--- config.mk ---
export PLATFORM = sky130hd
export DESIGN_NAME = ppb_engine
export DESIGN_NICKNAME = d
export VERILOG_FILES = /design/src/rtl/ppb_pkg.sv /design/src/rtl/ppb_step_rom.sv /design/src/rtl/ppb_hold_timer.sv /design/src/rtl/ppb_byte_pack.sv /design/src/rtl/ppb_engine.sv
export SDC_FILE = /design/constraint.sdc
export NUM_CORES = 1
export LEC_CHECK = 0
export BUFFER_PORTS_ARGS = -buffer_cell sky130_fd_sc_hd__buf_2
export CORE_ASPECT_RATIO = 0.7
export CORE_MARGIN = 2
export CORE_UTILIZATION = 50
export CTS_CLUSTER_SIZE = 16
export DETAILED_ROUTE_END_ITERATION = 10
export PLACE_DENSITY = 0.74
export SETUP_SLACK_MARGIN = 0.4
export SLEW_MARGIN = 20
export SYNTH_ARGS = -nofsm -noshare
export SYNTH_HDL_FRONTEND = slang
export SYNTH_SLANG_ARGS = --single-unit
--- constraint.sdc ---
create_clock -name clk -period 3.18 [get_ports clk]
set_clock_uncertainty 0.2 [all_clocks]
set_input_delay 0.159 -clock clk [delete_from_list [all_inputs] [get_ports clk]]
set_output_delay 0.159 -clock clk [all_outputs]
set_load 0.02 [all_outputs]
--- src/rtl/ppb_pkg.sv ---
package ppb_pkg;
  typedef enum logic [1:0] {
    OP_READ   = 2'd0,
    OP_WRITE  = 2'd1,
    OP_ATTACH = 2'd2,
    OP_DETACH = 2'd3
  } op_e;

  typedef enum logic [2:0] {
    K_DATA, K_CTRL, K_SMP1, K_SMP2, K_SAVE, K_END
  } kind_e;

  typedef enum logic [2:0] {
    SRC_LIT, SRC_KEY, SRC_KEY_AND, SRC_KEY_OR, SRC_WDATA, SRC_SAVED
  } src_e;

  typedef struct packed {
    kind_e       kind;
    src_e        src;
    logic [7:0]  lit;
  } step_t;

  localparam int STEP_SLOTS = 16;
  localparam int IDX_W      = $clog2(STEP_SLOTS);

  localparam logic [7:0] KEY_RD_NIB  = 8'h39;
  localparam logic [7:0] KEY_RD_SPL  = 8'h31;
  localparam logic [7:0] KEY_RD_BYTE = 8'h29;
  localparam logic [7:0] KEY_WR      = 8'h19;
  localparam logic [7:0] BANK_OFS    = 8'h80;
  localparam logic [7:0] SPL_MASK    = 8'h37;
  localparam logic [7:0] SPL_SET     = 8'hF0;
  localparam logic [7:0] CTRL_IDLE   = 8'h04;
  localparam logic [7:0] WAKE_REG    = 8'h86;
  localparam logic [7:0] WAKE_VAL    = 8'h08;

  function automatic step_t st_data(src_e s, logic [7:0] l);
    return '{kind: K_DATA, src: s, lit: l};
  endfunction

  function automatic step_t st_ctrl(src_e s, logic [7:0] l);
    return '{kind: K_CTRL, src: s, lit: l};
  endfunction

  function automatic step_t st_evt(kind_e k);
    return '{kind: k, src: SRC_LIT, lit: 8'h00};
  endfunction
endpackage

--- src/rtl/ppb_step_rom.sv ---
module ppb_step_rom
  import ppb_pkg::*;
(
  input  op_e              op,
  input  logic [1:0]       mode,
  input  logic [IDX_W-1:0] idx,
  output step_t            stp
);
  always_comb begin
    stp = st_evt(K_END);
    unique case (op)
      OP_READ: begin
        if (mode == 2'd0) begin
          case (int'(idx))
            0: stp = st_data(SRC_KEY, 8'h00);
            1: stp = st_ctrl(SRC_LIT, 8'h01);
            2: stp = st_ctrl(SRC_LIT, 8'h03);
            3: stp = st_data(SRC_KEY, 8'h00);
            4: stp = st_evt(K_SMP1);
            5: stp = st_ctrl(SRC_LIT, 8'h01);
            6: stp = st_evt(K_SMP2);
            7: stp = st_ctrl(SRC_LIT, CTRL_IDLE);
            default: stp = st_evt(K_END);
          endcase
        end else if (mode == 2'd1) begin
          case (int'(idx))
            0: stp = st_data(SRC_KEY, 8'h00);
            1: stp = st_ctrl(SRC_LIT, 8'h01);
            2: stp = st_data(SRC_KEY_AND, 8'h00);
            3: stp = st_ctrl(SRC_LIT, 8'h03);
            4: stp = st_ctrl(SRC_LIT, 8'h05);
            5: stp = st_data(SRC_KEY_OR, 8'h00);
            6: stp = st_evt(K_SMP1);
            7: stp = st_ctrl(SRC_LIT, CTRL_IDLE);
            default: stp = st_evt(K_END);
          endcase
        end else begin
          case (int'(idx))
            0: stp = st_data(SRC_KEY, 8'h00);
            1: stp = st_ctrl(SRC_LIT, 8'h01);
            2: stp = st_ctrl(SRC_LIT, 8'h21);
            3: stp = st_ctrl(SRC_LIT, 8'h23);
            4: stp = st_evt(K_SMP1);
            5: stp = st_ctrl(SRC_LIT, CTRL_IDLE);
            default: stp = st_evt(K_END);
          endcase
        end
      end
      OP_WRITE: begin
        case (int'(idx))
          0: stp = st_data(SRC_KEY, 8'h00);
          1: stp = st_ctrl(SRC_LIT, 8'h01);
          2: stp = st_data(SRC_WDATA, 8'h00);
          3: stp = st_ctrl(SRC_LIT, 8'h03);
          4: stp = st_ctrl(SRC_LIT, CTRL_IDLE);
          default: stp = st_evt(K_END);
        endcase
      end
      OP_ATTACH: begin
        case (int'(idx))
          0:  stp = st_evt(K_SAVE);
          1:  stp = st_ctrl(SRC_LIT, CTRL_IDLE);
          2:  stp = st_data(SRC_LIT, 8'hA0);
          3:  stp = st_data(SRC_LIT, 8'h50);
          4:  stp = st_data(SRC_LIT, 8'hC0);
          5:  stp = st_data(SRC_LIT, 8'h30);
          6:  stp = st_data(SRC_LIT, 8'hA0);
          7:  stp = st_data(SRC_LIT, 8'h00);
          8:  stp = st_ctrl(SRC_LIT, 8'h01);
          9:  stp = st_ctrl(SRC_LIT, CTRL_IDLE);
          10: stp = st_data(SRC_LIT, WAKE_REG ^ KEY_WR);
          11: stp = st_ctrl(SRC_LIT, 8'h01);
          12: stp = st_data(SRC_LIT, WAKE_VAL);
          13: stp = st_ctrl(SRC_LIT, 8'h03);
          14: stp = st_ctrl(SRC_LIT, CTRL_IDLE);
          default: stp = st_evt(K_END);
        endcase
      end
      OP_DETACH: begin
        case (int'(idx))
          0: stp = st_data(SRC_SAVED, 8'h00);
          1: stp = st_ctrl(SRC_LIT, 8'h01);
          2: stp = st_ctrl(SRC_LIT, CTRL_IDLE);
          3: stp = st_data(SRC_SAVED, 8'h00);
          4: stp = st_ctrl(SRC_SAVED, 8'h00);
          default: stp = st_evt(K_END);
        endcase
      end
    endcase
  end
endmodule

--- src/rtl/ppb_hold_timer.sv ---
module ppb_hold_timer #(
  parameter int HOLD_W = 4
) (
  input  logic              clk,
  input  logic              rst,
  input  logic              start,
  input  logic              run,
  input  logic [HOLD_W-1:0] hold,
  output logic              zero
);
  logic [HOLD_W-1:0] cnt;

  assign zero = (cnt == '0);

  always_ff @(posedge clk) begin
    if (rst) begin
      cnt <= '0;
    end else if (start) begin
      cnt <= '0;
    end else if (run) begin
      if (zero) cnt <= (hold == '0) ? '0 : hold - 1'b1;
      else      cnt <= cnt - 1'b1;
    end
  end
endmodule

--- src/rtl/ppb_byte_pack.sv ---
module ppb_byte_pack (
  input  logic [1:0] mode,
  input  logic [7:3] st1,
  input  logic [7:4] st2,
  input  logic [3:1] ct1,
  input  logic [7:0] dt1,
  output logic [7:0] byte_o
);
  always_comb begin
    unique case (mode)
      2'd0:    byte_o = {st2, st1[7:4]};
      2'd1:    byte_o = {ct1, st1};
      default: byte_o = dt1;
    endcase
  end
endmodule

--- src/rtl/ppb_engine.sv ---
module ppb_engine
  import ppb_pkg::*;
#(
  parameter int HOLD_W = 4
) (
  input  logic              clk,
  input  logic              rst,
  input  logic              req_valid,
  input  logic [1:0]        req_op,
  input  logic              req_bank,
  input  logic [7:0]        req_addr,
  input  logic [7:0]        req_wdata,
  input  logic [1:0]        req_mode,
  input  logic [HOLD_W-1:0] cfg_hold,
  output logic              busy,
  output logic              done,
  output logic [7:0]        rdata,
  output logic [7:0]        pp_data_o,
  output logic              pp_data_oe,
  input  logic [7:0]        pp_data_i,
  output logic [7:0]        pp_ctrl_o,
  input  logic [7:0]        pp_ctrl_i,
  input  logic [7:3]        pp_status_i
);
  op_e              op_q;
  logic [1:0]       mode_q;
  logic [7:0]       addr_q;
  logic [7:0]       wdata_q;
  logic [IDX_W-1:0] idx;
  logic [7:0]       sav_d, sav_c;
  logic [7:3]       cap_st1;
  logic [7:4]       cap_st2;
  logic [3:1]       cap_ct1;
  logic [7:0]       cap_dt1;
  logic             accept, tmr_zero, fire;
  step_t            stp;
  logic [7:0]       key, keyed, dval, packed_byte;

  assign accept     = req_valid && !busy;
  assign fire       = busy && tmr_zero;
  assign pp_data_oe = ~pp_ctrl_o[5];

  ppb_hold_timer #(.HOLD_W(HOLD_W)) u_timer (
    .clk   (clk),
    .rst   (rst),
    .start (accept),
    .run   (busy),
    .hold  (cfg_hold),
    .zero  (tmr_zero)
  );

  ppb_step_rom u_rom (
    .op   (op_q),
    .mode (mode_q),
    .idx  (idx),
    .stp  (stp)
  );

  ppb_byte_pack u_pack (
    .mode   (mode_q),
    .st1    (cap_st1),
    .st2    (cap_st2),
    .ct1    (cap_ct1),
    .dt1    (cap_dt1),
    .byte_o (packed_byte)
  );

  always_comb begin
    if (op_q == OP_READ) begin
      unique case (mode_q)
        2'd0:    key = KEY_RD_NIB;
        2'd1:    key = KEY_RD_SPL;
        default: key = KEY_RD_BYTE;
      endcase
    end else begin
      key = KEY_WR;
    end
    keyed = addr_q ^ key;
    unique case (stp.src)
      SRC_KEY:     dval = keyed;
      SRC_KEY_AND: dval = keyed & SPL_MASK;
      SRC_KEY_OR:  dval = keyed | SPL_SET;
      SRC_WDATA:   dval = wdata_q;
      SRC_SAVED:   dval = sav_d;
      default:     dval = stp.lit;
    endcase
  end

  always_ff @(posedge clk) begin
    if (rst) begin
      busy      <= 1'b0;
      done      <= 1'b0;
      rdata     <= 8'h00;
      pp_data_o <= 8'h00;
      pp_ctrl_o <= CTRL_IDLE;
      op_q      <= OP_READ;
      mode_q    <= 2'd0;
      addr_q    <= 8'h00;
      wdata_q   <= 8'h00;
      idx       <= '0;
      sav_d     <= 8'h00;
      sav_c     <= CTRL_IDLE;
      cap_st1   <= '0;
      cap_st2   <= '0;
      cap_ct1   <= '0;
      cap_dt1   <= 8'h00;
    end else begin
      done <= 1'b0;
      if (accept) begin
        busy    <= 1'b1;
        op_q    <= op_e'(req_op);
        mode_q  <= req_mode;
        addr_q  <= req_addr + (req_bank ? BANK_OFS : 8'h00);
        wdata_q <= req_wdata;
        idx     <= '0;
      end else if (fire) begin
        idx <= idx + 1'b1;
        unique case (stp.kind)
          K_DATA: pp_data_o <= dval;
          K_CTRL: pp_ctrl_o <= (stp.src == SRC_SAVED) ? sav_c : stp.lit;
          K_SMP1: begin
            cap_st1 <= pp_status_i;
            cap_ct1 <= pp_ctrl_i[3:1];
            cap_dt1 <= pp_data_i;
          end
          K_SMP2: cap_st2 <= pp_status_i[7:4];
          K_SAVE: begin
            sav_d <= pp_data_i;
            sav_c <= pp_ctrl_i;
          end
          default: begin
            busy <= 1'b0;
            done <= 1'b1;
            idx  <= '0;
            if (op_q == OP_READ) rdata <= packed_byte;
          end
        endcase
      end
    end
  end

  // Busy only ever drops together with the completion pulse.
  assert_busy_ends_with_done_R2: assert property (@(posedge clk) disable iff (rst)
    $fell(busy) |-> done);

  // An idle engine leaves the port lines alone, whatever is requested.
  assert_idle_lines_stable_R2: assert property (@(posedge clk) disable iff (rst)
    !busy |=> ($stable(pp_data_o) && $stable(pp_ctrl_o)));

  // Lines move only when the hold timer has run out.
  assert_hold_stable_R3: assert property (@(posedge clk) disable iff (rst)
    (busy && !tmr_zero) |=> ($stable(pp_data_o) && $stable(pp_ctrl_o)));

  assert_done_single_R11: assert property (@(posedge clk) disable iff (rst)
    done |=> !done);

  assert_rdata_only_at_done_R11: assert property (@(posedge clk) disable iff (rst)
    !done |-> $stable(rdata));

  assert_accept_sets_busy_R2: assert property (@(posedge clk) disable iff (rst)
    (req_valid && !busy) |=> busy);
endmodule

==> impl_metrics.yaml <==
outcome:
  status: "complete, no violations"
grt:
  grt_pass1_vias: 4868
  track_usage_pct: 28.7
  antenna_found_initial: 0
  grt_overflow: 0
  grt_max_degree: 82
  grt_pass1_wl_um: 25500
timing:
  max-slew-margin-rel_pct: 40.4
  setup_slack_ns: 0.209
  rsz0062_at_grt: "true"
  hold_ws_ns: 0.0377
  setup_tns_ns: 0
  hold_viol_final: 0
  slew_viol_final: 0
  tightest_slew_ns: 0.872
  fin_crit_sh_pct: 93.4
  setup_viol: 0
  max_freq_mhz: 337
  fin_crit_ns: 2.97
synthesis:
  synth_fa_ha_area_share_pct: 2.61
  synth_cell_types: 61
  synth_compound_gate_area_share_pct: 16.3
  synthMuxAreaShare_pct: 11.8
  synth_simple_gate_area_share_pct: 20.7
  synth_cells: 605
  synth_edf_count: 0
  syn_area_per_cell_um2: 8.71
  synthArstFlopShare_pct: 0
  synth_xor_area_share_pct: 1.50
  synth-main-ff-cell: "dfxtp_1"
  synth_nets: 665
  ys_ff_latch: 113
  yosys_warnings: 0
  yosysTopAreaCellShare_pct: 42.9
  yosysSeqAreaShare_pct: 42.9
  synth_top_family_by_area: "simple AND/OR/NAND/NOR gates"
  ys_top_cells_by_area: "dfxtp_1, mux2i_1, nand2_1"
  synth_area_leader_cell: "dfxtp_1"
  synth_area_mm2: 0.00527
power:
  clockPowerShare_pct: 48.1
  p_leak_nw: 3.08
  swShare_pct: 26.8
  comb_power_share_pct: 14.8
  power.switching_mw: 1.10
  ir_drop_mv: 0.332
  p_int_mw: 3.00
  pwr-share-seq_pct: 37.1
  power_density_mw_per_mm2: 550
  power_mw: 4.10
setup_path:
  r2r-start: "op_q[1]"
  end_kind: "register"
  crit_fanout: 12
  cp_data_required_time_ns: 3.28
  path_class: "register to register"
  r2r_slack_ns: 0.21
  reg2reg_depth: 12
  start_kind: "register"
  setup.worst_path.start: "op_q[1]"
  crit_arrival_ns: 3.07
clock_network:
  clock-root-buffer: "clkbuf_16"
  cts_tree: "yes"
  cts_made_buffers: 17
  htree_levels: 4
  insertion_delay_ns: 0.41
  clock_path_buffers: 2
  clk_pin_slew_worst_paths_ns: 0.06
  cts_sinks: 113
floorplan:
  die_h_um: 89.9
  rows: 31
  die_x_um: 127
  start_util_pct: 51.1
  die_area_mm2: 0.0114
  io_pins: 76
  design.core.area_mm2: 0.0103
finish:
  nets: 812
  instances_no_fill: 897
  diodes: 0
  drive_gt1_share_pct: 28.1
  area_growth_pct: 41.5
route:
  first_iter_violations: 656
  drc: 0
  postRouteAntennaNets: 0
  vias: 5209
  avgViaCountPerCell: 5.81
  routed_wl_um: 16700
  firstDrtPassIters: 5
  routedWlPerCell_um: 18.6
place:
  dp_cells: 803
  globalplace.congestion: 0.952
  io_buffers: 75
  dp_hpwl_um: 11000
  preCtsSetupSlack_ns: 0.0496
worst_hold_path:
  hp-class: "input port to register"
flow_run:
  cap_violations: 0
[through the flow]
stage	util, %	instance area, um2
after floorplan	-	5400
final	72.3	7460
after detailed placement	58.2	6010
after CTS	69.5	7170
after global placement	58.2	6010
after global routing	72.3	7460
[what timing repair did]
item                       4_1_cts  5_1_grt
hold buffers                    45        0
pin swaps                        3        7
resized for setup                6       44
cloned                           0        1
setup endpoints to repair       31       82
buffers inserted                 8        8
hold endpoints to repair        58        0
[Yosys cell counts, types with 10 or more instances]
cell        n
a211oi_1   15
inv_1      16
a21oi_1    42
a221oi_1   10
mux2i_1    59
clkbuf_1   28
ha_1       11
nor3_1     19
dfxtp_1   113
o21ai_0    20
nor2_1     74
nand2_1    74
[cell usage in the layout, fill, tap and decap left out, drive strengths merged, types with 6 or more instances in the layout]
cell type	count
a211oi	15
a21oi	42
a221oi	10
and2	9
buf	117
clkbuf	19
dfxtp	113
dlygate4sd3	45
ha	11
inv	20
mux2i	59
nand2	74
nand2b	6
nand3	9
nor2	74
nor2b	9
nor3	20
o21ai	22
xnor2	6
[power groups by stage]
stage | Clock (mW) | Combinational, mW | Sequential (mW)
after CTS | 1.99 | 0.553 | 1.52
final | 1.97 | 0.608 | 1.52
after floorplan | 0 | 0.310 | 1.56
after detailed placement | 0 | 0.492 | 1.55
after global routing | 2.07 | 0.650 | 1.53
after global placement | 0 | 0.484 | 1.55
[area by class of cell]
| class | instances | area, um2 |
|---|---|---|
| tap | 132 | 165 |
| sequential | 113 | 2270 |
| clock inverter | 14 | 178 |
| fill | 716 | 2860 |
| clock buffer | 18 | 439 |
| multi-input combinational | 440 | 3130 |
| timing repair buffer | 163 | 1190 |
| inverter | 17 | 76.3 |
[kinds of logic after synthesis]
logic type      after synthesis
buf+inv                      52
simple gates                229
xor+xnor                      9
mux                          62
compound gates              129
flops                       113
fa+ha+maj                    11
[worst max-delay path: stages, from the launching register on]
cell       delay, ns
dfxtp_1         0.32
buf_4           0.18
or2_2           0.36
a211oi_1        0.33
o21a_1          0.39
o211ai_1        0.15
buf_4           0.20
nand3_4         0.13
inv_4           0.07
ha_4            0.17
nor3b_2         0.15
a31oi_1         0.14
o2bb2ai_1       0.08
[layer usage]
metal	routed length, um	share of wire, %	GRT usage [%]	up-vias
met1	7600	45	41.6	2458
li1	-	-	-	2453
met3	1600	9.6	10.0	32
met5	0	0	0	-
met4	321	1.9	6.68	0
met2	7200	43	41.2	266
[how the worst min path moves through the flow]
stage,start,end,slack (ns),depth (start not counted)
2_1_floorplan,req_addr[6],addr_q[6],0.09,2
3_3_place_gp,pp_ctrl_i[4],sav_c[4],0.19,3
3_5_place_dp,pp_ctrl_i[4],sav_c[4],0.20,3
4_1_cts,cfg_hold[3],u_timer.cnt[3],0.03,5
5_1_grt,rst,u_timer.cnt[0],0.06,4
6_report,cfg_hold[3],u_timer.cnt[3],0.04,5
(Power assumes the default switching activity.)
